[src/rtl/i2c_tx_master.sv]
module i2c_tx_master #(
  parameter int FIFO_DEPTH  = 4,
  parameter int PRESC_RESET = 4
) (
  input  logic                             clk,
  input  logic                             rst_n,
  input  logic                             reg_we,
  input  logic [2:0]                       reg_addr,
  input  logic [7:0]                       reg_wdata,
  input  logic                             sda_i,
  output logic                             scl_oe,
  output logic                             sda_oe,
  output logic                             start_req,
  output logic                             stop_req,
  output logic                             nack_flag,
  output logic                             bus_busy,
  output logic                             master_act,
  output logic [$clog2(FIFO_DEPTH+1)-1:0]  fifo_level
);
  localparam int PTR_W = $clog2(FIFO_DEPTH);
  localparam int LVL_W = $clog2(FIFO_DEPTH+1);
  localparam logic [2:0] A_CTRL = 3'd0, A_COUNT = 3'd1, A_SADDR = 3'd2,
                         A_TXD = 3'd3, A_CLR = 3'd4, A_PRESC = 3'd5;

  typedef enum logic [2:0] {
    S_IDLE, S_START, S_LOW, S_HIGH, S_WAIT, S_PARK, S_STOP_A, S_STOP_B
  } state_t;

  state_t             state;
  logic [7:0]         div_cnt, presc, count, left, shreg;
  logic [6:0]         saddr;
  logic [3:0]         bitcnt;
  logic               fifo_en, sda_q;
  logic [7:0]         mem [FIFO_DEPTH];
  logic [PTR_W-1:0]   wp, rp;
  logic [LVL_W-1:0]   lvl;

  wire tick      = (div_cnt == presc);
  wire ack_tick  = (state == S_HIGH) && tick && (bitcnt == 4'd8);
  wire have_data = fifo_en && (lvl != '0);
  wire push      = reg_we && (reg_addr == A_TXD) && fifo_en && (lvl != LVL_W'(FIFO_DEPTH));
  wire pop       = (ack_tick && !sda_i && (left != 8'd0) && have_data) ||
                   ((state == S_WAIT) && have_data);

  assign scl_oe     = (state == S_LOW) || (state == S_WAIT) ||
                      (state == S_PARK) || (state == S_STOP_A);
  assign sda_oe     = sda_q;
  assign bus_busy   = (state != S_IDLE);
  assign master_act = (state != S_IDLE);
  assign fifo_level = lvl;

  always_ff @(posedge clk) begin
    if (push) mem[wp] <= reg_wdata;
  end

  always_ff @(posedge clk or negedge rst_n) begin
    if (!rst_n) begin
      wp <= '0; rp <= '0; lvl <= '0;
    end else if (!fifo_en) begin
      wp <= '0; rp <= '0; lvl <= '0;
    end else begin
      if (push) wp <= wp + 1'b1;
      if (pop)  rp <= rp + 1'b1;
      lvl <= lvl + LVL_W'(push) - LVL_W'(pop);
    end
  end

  always_ff @(posedge clk or negedge rst_n) begin
    if (!rst_n) sda_q <= 1'b0;
    else begin
      case (state)
        S_START, S_STOP_A, S_STOP_B: sda_q <= 1'b1;
        S_LOW:                       sda_q <= (bitcnt != 4'd8) && !shreg[7];
        S_HIGH:                      sda_q <= sda_q;
        default:                     sda_q <= 1'b0;
      endcase
    end
  end

  always_ff @(posedge clk or negedge rst_n) begin
    if (!rst_n) begin
      state <= S_IDLE; div_cnt <= '0; presc <= 8'(PRESC_RESET);
      count <= '0; left <= '0; shreg <= '0; saddr <= '0; bitcnt <= '0;
      start_req <= 1'b0; stop_req <= 1'b0; nack_flag <= 1'b0; fifo_en <= 1'b1;
    end else begin
      div_cnt <= tick ? 8'd0 : div_cnt + 8'd1;

      if (reg_we) begin
        case (reg_addr)
          A_CTRL: begin
            if (reg_wdata[0] && state == S_IDLE) start_req <= 1'b1;
            if (reg_wdata[1]) stop_req <= 1'b1;
            fifo_en <= reg_wdata[2];
          end
          A_COUNT: count <= reg_wdata;
          A_SADDR: saddr <= reg_wdata[6:0];
          A_CLR:   if (reg_wdata[0]) nack_flag <= 1'b0;
          A_PRESC: presc <= reg_wdata;
          default: ;
        endcase
      end

      case (state)
        S_IDLE: if (start_req) begin
          state <= S_START; div_cnt <= '0;
        end
        S_START: if (tick) begin
          start_req <= 1'b0;
          shreg     <= {saddr, 1'b0};
          bitcnt    <= '0;
          left      <= count;
          state     <= S_LOW;
        end
        S_LOW: if (tick) state <= S_HIGH;
        S_HIGH: if (tick) begin
          if (bitcnt != 4'd8) begin
            bitcnt <= bitcnt + 4'd1;
            shreg  <= {shreg[6:0], 1'b0};
            state  <= S_LOW;
          end else if (sda_i) begin
            nack_flag <= 1'b1;
            stop_req  <= 1'b0;
            state     <= S_PARK;
          end else if (left == 8'd0) begin
            state <= stop_req ? S_STOP_A : S_PARK;
          end else if (have_data) begin
            shreg  <= mem[rp];
            left   <= left - 8'd1;
            bitcnt <= '0;
            state  <= S_LOW;
          end else begin
            state <= S_WAIT;
          end
        end
        S_WAIT: if (have_data) begin
          shreg   <= mem[rp];
          left    <= left - 8'd1;
          bitcnt  <= '0;
          div_cnt <= '0;
          state   <= S_LOW;
        end
        S_PARK: if (stop_req) begin
          div_cnt <= '0;
          state   <= S_STOP_A;
        end
        S_STOP_A: if (tick) state <= S_STOP_B;
        S_STOP_B: if (tick) begin
          stop_req <= 1'b0;
          state    <= S_IDLE;
        end
        default: state <= S_IDLE;
      endcase
    end
  end

  // the start request drops only as the START hands over to a pulled-low SCL
  p_start_issue_r2: assert property (@(posedge clk) disable iff (!rst_n)
    $fell(start_req) |-> (bus_busy && scl_oe));

  // data on SDA is steady for the whole SCL high phase of a bit
  p_sda_hold_r3: assert property (@(posedge clk) disable iff (!rst_n)
    (state == S_HIGH && $past(state) == S_HIGH) |-> $stable(sda_oe));

  // the bus is freed only right after SDA low with SCL released
  p_stop_order_r5: assert property (@(posedge clk) disable iff (!rst_n)
    $fell(bus_busy) |-> $past(!scl_oe && sda_oe));

  // a fresh NACK leaves SCL pulled low, SDA released, stop request gone
  p_nack_park_r6: assert property (@(posedge clk) disable iff (!rst_n)
    $rose(nack_flag) |-> (scl_oe && !sda_oe && bus_busy && master_act && !stop_req));

  // NACK holds until the clear write
  p_nack_sticky_r8: assert property (@(posedge clk) disable iff (!rst_n)
    (nack_flag && !(reg_we && reg_addr == A_CLR && reg_wdata[0])) |=> nack_flag);

  // a start write while busy leaves the request clear
  p_start_busy_r9: assert property (@(posedge clk) disable iff (!rst_n)
    (reg_we && reg_addr == A_CTRL && reg_wdata[0] && bus_busy && !start_req) |=> !start_req);

  // the FIFO level never exceeds its depth
  p_fifo_bound_r11: assert property (@(posedge clk) disable iff (!rst_n)
    lvl <= LVL_W'(FIFO_DEPTH));
endmodule

[config.mk]
export PLATFORM = sky130hd
export DESIGN_NAME = i2c_tx_master
export DESIGN_NICKNAME = d
export VERILOG_FILES = /design/src/rtl/i2c_tx_master.sv
export SDC_FILE = /design/constraint.sdc
export NUM_CORES = 1
export LEC_CHECK = 0
export CAP_MARGIN = 20
export CELL_PAD_IN_SITES_DETAIL_PLACEMENT = 0
export CELL_PAD_IN_SITES_GLOBAL_PLACEMENT = 1
export CORE_AREA = 10 10 115 117
export DETAILED_ROUTE_END_ITERATION = 16
export DIE_AREA = 0 0 125 127
export PLACE_DENSITY_LB_ADDON = 0.3
export REMOVE_ABC_BUFFERS = 1
export SLEW_MARGIN = 20
export SYNTH_ARGS = -nofsm -noshare
export SYNTH_HDL_FRONTEND = slang
export SYNTH_SLANG_ARGS = --single-unit
export TNS_END_PERCENT = 30
[constraint.sdc]
create_clock -name clk -period 2.8 [get_ports clk]
set_clock_uncertainty 0.1 [all_clocks]
set_input_delay 0.84 -clock clk [delete_from_list [all_inputs] [get_ports clk]]
set_output_delay 0.84 -clock clk [all_outputs]
set_load 0.005 [all_outputs]
==> run metrics <==
Util after Layout 53.03%; Crit Path Max Fanout 2; Fin Setup TNS 0 ps; drt pass-1 iters 6; total number of vias 3,354; Post-synth EDFFs 32; cts bufs inserted 9; area occupied by multi-input gates 2044 um2; CP max-delay cell dfrtp_1; Worst EP arrival 2830 ps; gpl congestion 0.8355; Pwr Density 799.1 nW/um2; Final HPWL DP 8.120 mm; initial antenna violation count 0; total congestion overflow 0; pin count of the biggest net entering global routing 53; syn avg cell area 12.49 um2; buffers added on ports 24; top_reg_cell synth dfrtp_1; Cell Count Post-Placement 575; Clock Sinks 98; top-area cell type share of the netlist area 34.21%; Worst-Skew Late Latency 350 ps; Synth Register Bits 98; Max H-tree Level 3; CP Cell Sequence inv_2, ha_4, nor3b_4, a21o_1, nor4_2, buf_4, nand2b_4, ha_4, inv_4, ha_4, inv_2, fa_2, xor2_1, xnor2_1, nor2_1; CTS tree yes; 1st-iter DRT viols 208; sequential share of the synthesized area 55.85%; leakage 0.002359 uW; relative slew slack 59.51%; vias in the first global route 3,404; most frequent cells in the layout dfrtp_1, buf_4, nor2_1; Max Root-Sink Buffers 2; clock-pin slew on the worst setup and hold paths 60 ps; RSZ-0062 raised after global routing yes; final setup fails 0; outcome complete, no violations; Max Cap Viol 0; drt total wl 11.04 mm; synth warn 0; CP Capture Type register; Cells after Synth 375; Worst-Margin Slew 607.3 ps; startpoint types register; share of cells above drive strength 1 28.13%; critical path required time 2940 ps; largest area contributor in the netlist dfrtp_1; CP most frequent cell ha_4; Row Count 39; DR vias/cell 5.609; Non-Filler Instances 598; share of synthesized registers carrying an async set or reset 67.35%; Core Region 11,130 um2; Critical path buffers and inverters 4; R2R Setup Slk 110 ps; kind of critical path reg2reg; initial cell density of the core 42.08%; Peak VDD IR 0.5709 mV; Reg area 2615 um2; fmax 372.0 MHz; Cell Area, Placed 5445 um2; fin crit period 2688 ps; CP top delay family adder cells; Residual DRC 0; Area Overhead vs Synth 26.00%; die width 125 um; fin area 5899 um2; final hold vios 0; # diodes 0; RR Endpoint fifo_level[2]$_DFF_PN0_; die area 15,880 um2; synth unique cells 66; die height 127 um; # IOs 25; FF-to-FF path depth 15; reg-to-reg startpoint left[1]$_DFFE_PN0P_; max incr delay on CP 360 ps; Tcrit/Tclk final 96.00%; Hold Path Class in2async; synth top area cells dfrtp_1, edfxtp_1, mux2_2; most common cell after layout, fill and taps aside dfrtp_1; final count of pins violating max slew 0; fin nets 476; Layout fillers 986; Root Driver clkbuf_16; post-route ant nets 0; WL per Instance 18.47 um; gr usage total 14.31%; Post-Syn Area 4682 um2; first-pass GRT wire length 18.31 mm
## cell type report
class,count,share of cell area (%)
Clock buffer,10,3.881
Clock inverter,6,1.400
Inverter,15,1.060
Multi-Input combinational cell,250,34.66
Sequential cell,98,44.33
Tap cell,143,3.033
Timing Repair Buffer,76,11.64
## Yosys cell counts, types with 2 or more instances
library cell / instances
dfrtp_1: 64
nor2_1: 34
edfxtp_1: 32
mux2_2: 23
a21oi_1: 16
nand2_1: 16
inv_1: 15
nand3_1: 11
o21ai_0: 11
ha_1: 10
o2bb2ai_1: 9
xnor2_1: 9
mux4_2: 8
a222oi_1: 7
clkbuf_1: 7
a31oi_1: 6
xor2_1: 6
and2_1: 5
and3_1: 5
nor3_1: 5
o22a_1: 5
nand2b_1: 4
a211oi_1: 3
a21o_1: 3
mux2i_1: 3
nand3b_1: 3
o22ai_1: 3
a221oi_1: 2
a2bb2oi_1: 2
and3b_1: 2
buf_1: 2
buf_2: 2
dfstp_2: 2
nand4_2: 2
nor2b_1: 2
nor3b_1: 2
nor4_1: 2
o211ai_1: 2
o31ai_1: 2
or4_1: 2
## where the power goes
part / leakage (uW) / total, uW / internal (uW) / switching [uW]
sequential: 0.00110 / 1990 / 1750 / 235
clock: 0.000152 / 1290 / 778 / 514
combinational: 0.00111 / 1430 / 693 / 741
total: 0.00236 / 4710 / 3220 / 1490
## stage by stage
step / setup WS (ps) / hold slack [ps] / total power, uW
after global routing: -45.00 / 309.7 / 5008
final: 112.1 / 299.9 / 4714
after floorplan: -279.4 / 357.0 / 2835
after global placement: -601.7 / 374.0 / 3370
after CTS: 5.254 / 302.3 / 4724
after detailed placement: -631.3 / 378.6 / 3396
## repair_timing
item                       in CTS  in global routing
setup buffers                   3                  4
hold buffers                    0                  0
pin swaps                       5                  8
setup endpoints to repair       2                  1
gates resized for setup        13                 12
hold endpoints to repair        0                  0
gates cloned                    0                  0
## layer usage
layer  track usage, %  share of wire [%]
met5                0                  0
met3            3.267                5.2
met4            4.878                1.5
met1            18.87                 45
met2            22.77                 49
## worst max path at each step
stage | slack, ps | cells after the start | endpoint | startpoint
CTS | 5 | 12 | fifo_level[2]$_DFF_PN0_ | reg_addr[2]
global placement | -600 | 13 | fifo_level[2]$_DFF_PN0_ | sda_i
floorplan | -280 | 11 | fifo_level[2]$_DFF_PN0_ | reg_addr[2]
finish | 110 | 15 | fifo_level[2]$_DFF_PN0_ | left[1]$_DFFE_PN0P_
detailed placement | -630 | 13 | fifo_level[2]$_DFF_PN0_ | sda_i
global route | -40 | 15 | fifo_level[2]$_DFF_PN0_ | left[1]$_DFFE_PN0P_
## state kept, by name (all words and copies together) (netlist names), 2 cells and up
register	flops
div_cnt	8
state	3
presc	8
saddr	7
bitcnt	4
count	8
fifo_level	3
wp	2
shreg	8
left	8
mem	32
rp	2
## cells by family (layout without fill, tap and decap cells)
| group | after synthesis | count (layout) | share of synthesized area (%) |
|---|---|---|---|
| adder cells (fa/ha/maj) | 11 | 11 | 3.100 |
| AO/OA/AOI/OAI | 86 | 86 | 13.66 |
| buffers and inverters | 27 | 107 | 2.298 |
| multiplexers | 34 | 34 | 10.02 |
| XOR/XNOR | 16 | 16 | 3.154 |
| AND/OR/NAND/NOR | 103 | 103 | 11.92 |
| flip-flops | 98 | 98 | 55.85 |
Power figures use the tool's default switching activity.
